### src/rtl/lockable_wdt_pkg.sv
package lockable_wdt_pkg;
  localparam int unsigned CTRL_W  = 8;
  localparam int unsigned EN_BIT  = 7;
  localparam int unsigned FLG_BIT = 6;
  localparam int unsigned MOD_BIT = 2;
  localparam int unsigned NUM_PER = 4;

  typedef enum logic {
    ACT_RESET = 1'b0,
    ACT_NMI   = 1'b1
  } wdt_act_e;
endpackage

### src/rtl/wdt_ctrl_reg.sv
module wdt_ctrl_reg
  import lockable_wdt_pkg::*;
(
  input  logic              clk_i,
  input  logic              rst_ni,
  input  logic              por_ni,
  input  logic              wr_en_i,
  input  logic [CTRL_W-1:0] wdata_i,
  input  logic              expire_i,
  output logic              en_o,
  output wdt_act_e          act_o,
  output logic [1:0]        per_o,
  output logic              flag_o
);
  logic     en_q;
  wdt_act_e act_q;
  logic [1:0] per_q;
  logic     flag_q;
  logic     unused_bits;

  assign unused_bits = ^wdata_i[5:3];

  // enable, action and period are writable only while disabled
  always_ff @(posedge clk_i or negedge rst_ni) begin
    if (!rst_ni) begin
      en_q  <= 1'b0;
      act_q <= ACT_RESET;
      per_q <= 2'b00;
    end else if (wr_en_i && !en_q) begin
      en_q  <= wdata_i[EN_BIT];
      act_q <= wdt_act_e'(wdata_i[MOD_BIT]);
      per_q <= wdata_i[1:0];
    end
  end

  // cause flag lives on the power-on domain only
  always_ff @(posedge clk_i or negedge por_ni) begin
    if (!por_ni)                            flag_q <= 1'b0;
    else if (expire_i)                      flag_q <= 1'b1;
    else if (wr_en_i && wdata_i[FLG_BIT])   flag_q <= 1'b0;
  end

  assign en_o   = en_q;
  assign act_o  = act_q;
  assign per_o  = per_q;
  assign flag_o = flag_q;
endmodule

### src/rtl/wdt_counter.sv
module wdt_counter #(
  parameter int unsigned P0_EXP = 18,
  parameter int unsigned P1_EXP = 22,
  parameter int unsigned P2_EXP = 25,
  parameter int unsigned P3_EXP = 27,
  localparam int unsigned M01 = (P0_EXP > P1_EXP) ? P0_EXP : P1_EXP,
  localparam int unsigned M23 = (P2_EXP > P3_EXP) ? P2_EXP : P3_EXP,
  localparam int unsigned CW  = (M01 > M23) ? M01 : M23
) (
  input  logic       clk_i,
  input  logic       rst_ni,
  input  logic       en_i,
  input  logic [1:0] per_i,
  input  logic       tick_i,
  input  logic       refresh_i,
  output logic       expire_o
);
  localparam int unsigned EXPS [lockable_wdt_pkg::NUM_PER] = '{P0_EXP, P1_EXP, P2_EXP, P3_EXP};

  logic [CW-1:0] cnt_q;
  logic [CW-1:0] last_a [lockable_wdt_pkg::NUM_PER];
  logic          at_last;

  for (genvar g = 0; g < lockable_wdt_pkg::NUM_PER; g++) begin : g_last
    assign last_a[g] = CW'((64'd1 << EXPS[g]) - 64'd1);
  end

  assign at_last  = (cnt_q == last_a[per_i]);
  assign expire_o = en_i && tick_i && !refresh_i && at_last;

  always_ff @(posedge clk_i or negedge rst_ni) begin
    if (!rst_ni)                 cnt_q <= '0;
    else if (!en_i || refresh_i) cnt_q <= '0;
    else if (tick_i)             cnt_q <= at_last ? '0 : cnt_q + 1'b1;
  end
endmodule

### src/rtl/wdt_event.sv
module wdt_event
  import lockable_wdt_pkg::*;
(
  input  logic     clk_i,
  input  logic     rst_ni,
  input  logic     expire_i,
  input  wdt_act_e act_i,
  output logic     wdt_rst_o,
  output logic     nmi_o
);
  always_ff @(posedge clk_i or negedge rst_ni) begin
    if (!rst_ni) begin
      wdt_rst_o <= 1'b0;
      nmi_o     <= 1'b0;
    end else begin
      if (expire_i && act_i == ACT_RESET) wdt_rst_o <= 1'b1;
      nmi_o <= expire_i && act_i == ACT_NMI;
    end
  end
endmodule

### src/rtl/lockable_wdt.sv
module lockable_wdt
  import lockable_wdt_pkg::*;
#(
  parameter int unsigned P0_EXP = 18,
  parameter int unsigned P1_EXP = 22,
  parameter int unsigned P2_EXP = 25,
  parameter int unsigned P3_EXP = 27
) (
  input  logic       clk_i,
  input  logic       rst_ni,
  input  logic       por_ni,
  input  logic       wr_en_i,
  input  logic [7:0] wdata_i,
  output logic [7:0] rdata_o,
  input  logic       tick_i,
  input  logic       refresh_i,
  output logic       wdt_rst_o,
  output logic       nmi_o
);
  logic       en, flag, expire;
  wdt_act_e   act;
  logic [1:0] per;

  wdt_ctrl_reg u_ctrl (
    .clk_i, .rst_ni, .por_ni, .wr_en_i, .wdata_i,
    .expire_i(expire), .en_o(en), .act_o(act), .per_o(per), .flag_o(flag)
  );

  wdt_counter #(
    .P0_EXP(P0_EXP), .P1_EXP(P1_EXP), .P2_EXP(P2_EXP), .P3_EXP(P3_EXP)
  ) u_cnt (
    .clk_i, .rst_ni, .en_i(en), .per_i(per), .tick_i, .refresh_i,
    .expire_o(expire)
  );

  wdt_event u_evt (
    .clk_i, .rst_ni, .expire_i(expire), .act_i(act), .wdt_rst_o, .nmi_o
  );

  always_comb begin
    rdata_o          = '0;
    rdata_o[EN_BIT]  = en;
    rdata_o[FLG_BIT] = flag;
    rdata_o[MOD_BIT] = act;
    rdata_o[1:0]     = per;
  end
endmodule

### config.mk
export PLATFORM = sky130hd
export DESIGN_NAME = lockable_wdt
export DESIGN_NICKNAME = d
export VERILOG_FILES = /design/src/rtl/lockable_wdt_pkg.sv /design/src/rtl/wdt_ctrl_reg.sv /design/src/rtl/wdt_counter.sv /design/src/rtl/wdt_event.sv /design/src/rtl/lockable_wdt.sv
export SDC_FILE = /design/constraint.sdc
export NUM_CORES = 1
export LEC_CHECK = 0
export CORE_MARGIN = 4
export CORE_UTILIZATION = 35
export DETAILED_ROUTE_END_ITERATION = 12
export DONT_BUFFER_PORTS = 1
export SYNTH_ARGS = -nofsm -noshare
export SYNTH_HDL_FRONTEND = slang
export SYNTH_HIERARCHICAL = 1
export SYNTH_SLANG_ARGS = --single-unit
### constraint.sdc
create_clock -name clk_i -period 2.9 [get_ports clk_i]
set_input_delay 0.29 -clock clk_i [delete_from_list [all_inputs] [get_ports clk_i]]
set_output_delay 0.29 -clock clk_i [all_outputs]
set_load 0.05 [all_outputs]
* Yosys cells after proc, flatten, opt, wreduce, memory -nomap -nowiden *
Index checks and enable logic that the tools add are counted.

storage, ports and cells
  bits in registers = 34
  bits of input ports = 14
  output and inout port bits = 10
  word-level logic and storage cells = 32

cells by class
  add/subtract/negate cells = 1
  $lt $le $gt $ge = 1
  equality and inequality tests = 1
  multiplexer cells = 8
  bitwise gates (word level) = 2
  reduce and logical (&&, ||, !) cells = 12

operators by type and width
  kind                                                              number
  27-bit 2-to-1 mux                                                 5
  27-bit binary-select mux with 2-bit select                        1
  27-bit by 1-bit adder with 27-bit output (second input constant)  1
  27-bit equality test                                              1
  1-bit logical AND                                                 7
  2-bit nonzero test                                                2
  3-bit >= comparator (second input constant)                       1
  2-bit inverter with 3-bit output                                  1
  1-bit zero test                                                   2
  1-bit 2-to-1 mux                                                  2
  1-bit logical OR                                                  1
  1-bit inverter                                                    1

* Longest topological paths before layout *
  word-level depth = 8
  gate-level depth with buffers = 7
  mapped depth without buffers = 6

* Hierarchy *
The synthesis kept the hierarchy.

by module, submodules not included
  module        instances  cells an instance  area an instance (um^2)  seq. area each (um^2)
  wdt_counter   1          216                1,767.9                  675.6
  wdt_ctrl_reg  1          12                 203.9                    125.1
  wdt_event     1          5                  68.8                     50.0
  lockable_wdt  1          7                  48.8                     0.0

* Worst setup path after synthesis *
OpenSTA, ideal clock, no wires.

  path kind = register to register
  start point = reg u_ctrl.per_q[0], in the netlist u_ctrl/per_o[0]
  end point = reg u_cnt.cnt_q[22]
  setup time = 0.078 ns
  arrival time = 1.956 ns
  path slack = 0.866 ns
  cell stages (with the launch flop) = 5
  clock period less this slack = 2.034 ns
  cell sequence = dfrtp_1 a2111oi_0 o2111ai_1 or4b_1 a21oi_1

on the way
  word-level cells in the longest chain between the ends = 8

RTL lines
  what                                                    RTL line            text
  start, declared                                         wdt_ctrl_reg.sv:17  logic [1:0] per_q;
  start signal, assigned                                  wdt_ctrl_reg.sv:32  per_q <= wdata_i[1:0];
  2-bit inverter with 3-bit output (not written as such)  wdt_counter.sv:28   assign at_last = (cnt_q == last_a[per_i]);
  27-bit binary-select mux with 2-bit select              wdt_counter.sv:28
  27-bit 2-to-1 mux (not written as such) (2 in series)   wdt_counter.sv:28
  27-bit equality test                                    wdt_counter.sv:28
  27-bit 2-to-1 mux (2 in series)                         wdt_counter.sv:34   else if (tick_i) cnt_q <= at_last ? '0 : cnt_q + 1'b1;
  27-bit 2-to-1 mux                                       wdt_counter.sv:33   else if (!en_i || refresh_i) cnt_q <= '0;
  end signal, assigned                                    wdt_counter.sv:34
  end, declared                                           wdt_counter.sv:20   logic [CW-1:0] cnt_q;

No other way between the ends. The select of a mux whose other input is x is not followed.
A chain may end at the register's enable or synchronous reset.

* Worst setup path in the final report *
  start point = reg u_cnt.cnt_q[0]
  end point = reg u_cnt.cnt_q[22]

on the way
  word-level cells in the longest chain between the ends = 4
  elaborated cells on any way between the ends = 5
  classes of those cells = 1 x add/sub; 1 x eq/ne; 3 x mux

RTL lines
  what                                                                              RTL line
  27-bit by 1-bit adder with 27-bit output or 27-bit equality test (tied branches)  wdt_counter.sv:34, wdt_counter.sv:28
  27-bit 2-to-1 mux (*) (2 in series)                                               wdt_counter.sv:34
  27-bit 2-to-1 mux (*)                                                             wdt_counter.sv:33

Mark *: on every way between the ends. The rest lies on a longest branch, timed or not. The select of a mux whose other input is x is not followed.

==> impl_results.md <==
- Slew headroom: 55.93%
- Core area: 5642 sq um
- Placed insts: 302
- CTS tree: built
- Layout Cells excl Fill: 313
- Most common cell on crit path: nand3_2
- Worst EP arrival: 2.52 ns
- Root buf cell: clkbuf_8
- FFs w/ async S/R, synth: 100.0%
- Top cell type's share of synthesized area: 40.72%
- Largest net degree at the start of global routing: 34
- DRT iter0 DRCs: 103
- Skew-Pair Late Insertion Delay: 0.29 ns
- Min cycle time layout: 2.299 ns
- Vias per cell: 5.665
- Dpl ws: 0.6081 ns
- PD cells: 446.2 nW/um^2
- Yosys top cell by area: dfrtp_1
- GP Congestion: 0.8018
- Post-route setup TNS: 0 ns
- Total CTS buffers: 5
- Post-DP HPWL: 3.445 mm
- GRT Residual Overflow: 0
- Max_cap viols: 0
- Area delta synth->final: 8.443%
- R2R depth: 6
- Dominant synthesized flop cell: dfrtp_1
- Worst setup SP type: flop
- Top cells by count, synth: 37 x nand2_1, 34 x dfrtp_1, 24 x nand3_1
- Die Height: 85.27 microns
- Port Buf Inserts: 0
- # IOs: 24
- Fin crit share: 79.27%
- First-pass GRT wire length: 8.459 mm
- WP buf/inv: 0
- Setup CP Type: flop to flop
- Max incr delay on CP: 0.56 ns
- Count leader, synth: nand2_1
- FF+latch count, synth: 34
- Final wirelength: 5.045 mm
- Distinct cells, synth: 54
- Worst setup margin: 0.6011 ns
- GRT Total Usage: 14.47%
- Number of antenna violations at the first check in global routing: 0
- Status: finished, final reports clean
- Vias in the first global route: 1,685
- Post-CTS Setup Bufs: 0
- Share of cells above drive strength 1: 12.03%
- Clock buffer depth: 2
- Hold Buf Count CTS: 3
- Initial Util: 37.04%
- RSZ-0062 raised after global routing: no
- Post-Syn Instances: 240
- Routed len/inst: 16.12 microns
- P_leak: 0.9736 nW
- DR vias: 1,773
- Clock transition at path regs: 0.08 ns
- # rows: 27
- Final slew viol count: 0
- CP Capture Type: flop
- Final setup vio count: 0
- Cell family with the largest share of critical-path delay: simple AND/OR/NAND/NOR gates
- EDFF count, synth: 0
- Post-CTS Resized: 0
- Final hold violation count: 0
- DRC: 0
- Antenna viol nets, final: 0
- CTS sink cnt: 34
- Maximum VDD drop: 0.2471 mV
- Slew @ Worst Pin: 0.6610 ns
- CP cell instances: ha_1 -> nand3_2 -> nor4_4 -> nand3_2 -> or4b_1 -> a21oi_1
- Critical-path top delay cell: nor4_4
- Placed Area: 2135 sq um
- Sequential-to-total area share from yosys stat: 40.72%
- Average cell area after synthesis: 8.706 sq um
- Post-Route Skew: 0.007706 ns
- Design Area, Final: 2266 sq um
- Hold-critical path depth: 1
- Crit path max fanout: 8
- Die area: 7270 sq um
- # diodes: 0
- Crit path required time: 3.12 ns
- Max Fclk: 0.4350 GHz
- Final net count: 255
- Drt pass-1 iters: 5
- Post-route core utilization: 40.16%
- Worst path depth: 6
- DIE WIDTH: 85.27 microns
- Min-delay worst type: input pin to flop
- Synth area leaders: dfrtp_1 41%, nand2_1 6.6%, nand3_1 5.7%, o21ai_0 3.1%, and3_1 2.7%
- Ys Warns: 6
- H-tree depth: 2
- Synthesized area: 2090 sq um
[cells in the final DEF, fill, tap and decap left out, types with 2 or more instances in the layout]
cell type,count
nand2_1,37
dfrtp_1,34
nand3_1,24
o21ai_0,13
nor2_1,10
and3_1,9
or3_1,8
nand4_1,7
inv_1,7
clkbuf_8,6
nor3_1,6
a21oi_1,5
buf_4,5
nand3b_1,4
conb_1,3
o2111ai_1,3
a31oi_1,3
o211ai_1,3
mux2_4,3
dlygate4sd3_1,2
nand3_2,2
nand2b_1,2
a211oi_1,2
xor2_1,2
or4b_1,2
nor4_1,2
o311ai_1,2
or2_2,2
o311a_1,2
a211o_1,2
o31ai_1,2
a21o_1,2
[worst register-to-register path, delay by kind of cell, from the launching register on]
| family | cells | cell delay (ns) |
|---|---|---|
| simple gates | 4 | 1.42 |
| flops | 1 | 0.41 |
| fa+ha+maj | 1 | 0.25 |
| compound gates | 1 | 0.14 |
[routing by layer]
layer | share of wire (%) | GRT usage [%]
met4 | 1.6 | 5.755
met1 | 46 | 19.24
met3 | 6.0 | 3.592
met2 | 46 | 22.46
met5 | 0 | 0
[sequential cells by signal, summed over array words and instances, names as in the netlist]
register	flops
u_evt/nmi_o	1
u_evt/wdt_rst_o	1
u_ctrl/en_o	1
u_ctrl/per_o	2
u_ctrl/act_o	1
u_cnt/cnt_q	27
u_ctrl/flag_o	1
[area by class of cell]
class / count / area, sq um
Fill cell: 550 / 3376
Multi-Input combinational cell: 184 / 1130
Sequential cell: 34 / 850.8
Tap cell: 72 / 90.09
Clock buffer: 7 / 86.33
Timing Repair Buffer: 8 / 77.57
Inverter: 7 / 26.28
Clock inverter: 1 / 5.005
[cell families (layout without fill, tap and decap cells)]
logic type / after synthesis / in the layout / synth area share (%)
adders and majority gates: 1 / 1 / 0.5987
muxes: 3 / 3 / 2.156
other: 1 / 3 / 0.1795
DFF: 34 / 34 / 40.72
xor gates and xnor gates: 3 / 3 / 1.258
AOI/OAI and AO/OA: 50 / 50 / 16.95
and+or+nand+nor: 124 / 124 / 32.58
buffers and inverters: 24 / 23 / 5.569
[power breakdown]
group | switching, mW | total [mW] | internal [mW] | leakage (nW)
Clock | 0.185 | 0.377 | 0.192 | 0.0482
Combinational | 0.0544 | 0.0934 | 0.0389 | 0.463
Sequential | 0.0555 | 0.540 | 0.485 | 0.462
[stage by stage]
| stage | hold slack, ns | total power [mW] |
|---|---|---|
| floorplan | -0.005591 | 0.6149 |
| global route | 0.1208 | 1.052 |
| finish | 0.1314 | 1.011 |
| CTS | 0.1234 | 1.021 |
| global placement | -0.005496 | 0.6283 |
| detailed placement | -0.005518 | 0.6289 |
[worst paths after layout]
path	startpoint	end	slack (ns)
worst max-delay path	u_cnt/cnt_q[0]	u_cnt/cnt_q[22]	0.60
worst max register to register	u_cnt/cnt_q[0]	u_cnt/cnt_q[22]	0.60
min in group asynchronous	por_ni	u_ctrl/flag_o	0.20
worst min-delay path	wr_en_i	u_ctrl/en_o	0.13
worst min register to register	u_cnt/cnt_q[1]	u_cnt/cnt_q[1]	0.55
max in group asynchronous	rst_ni	u_cnt/cnt_q[10]	2.27
No activity file was read; power rests on OpenSTA's default activity.
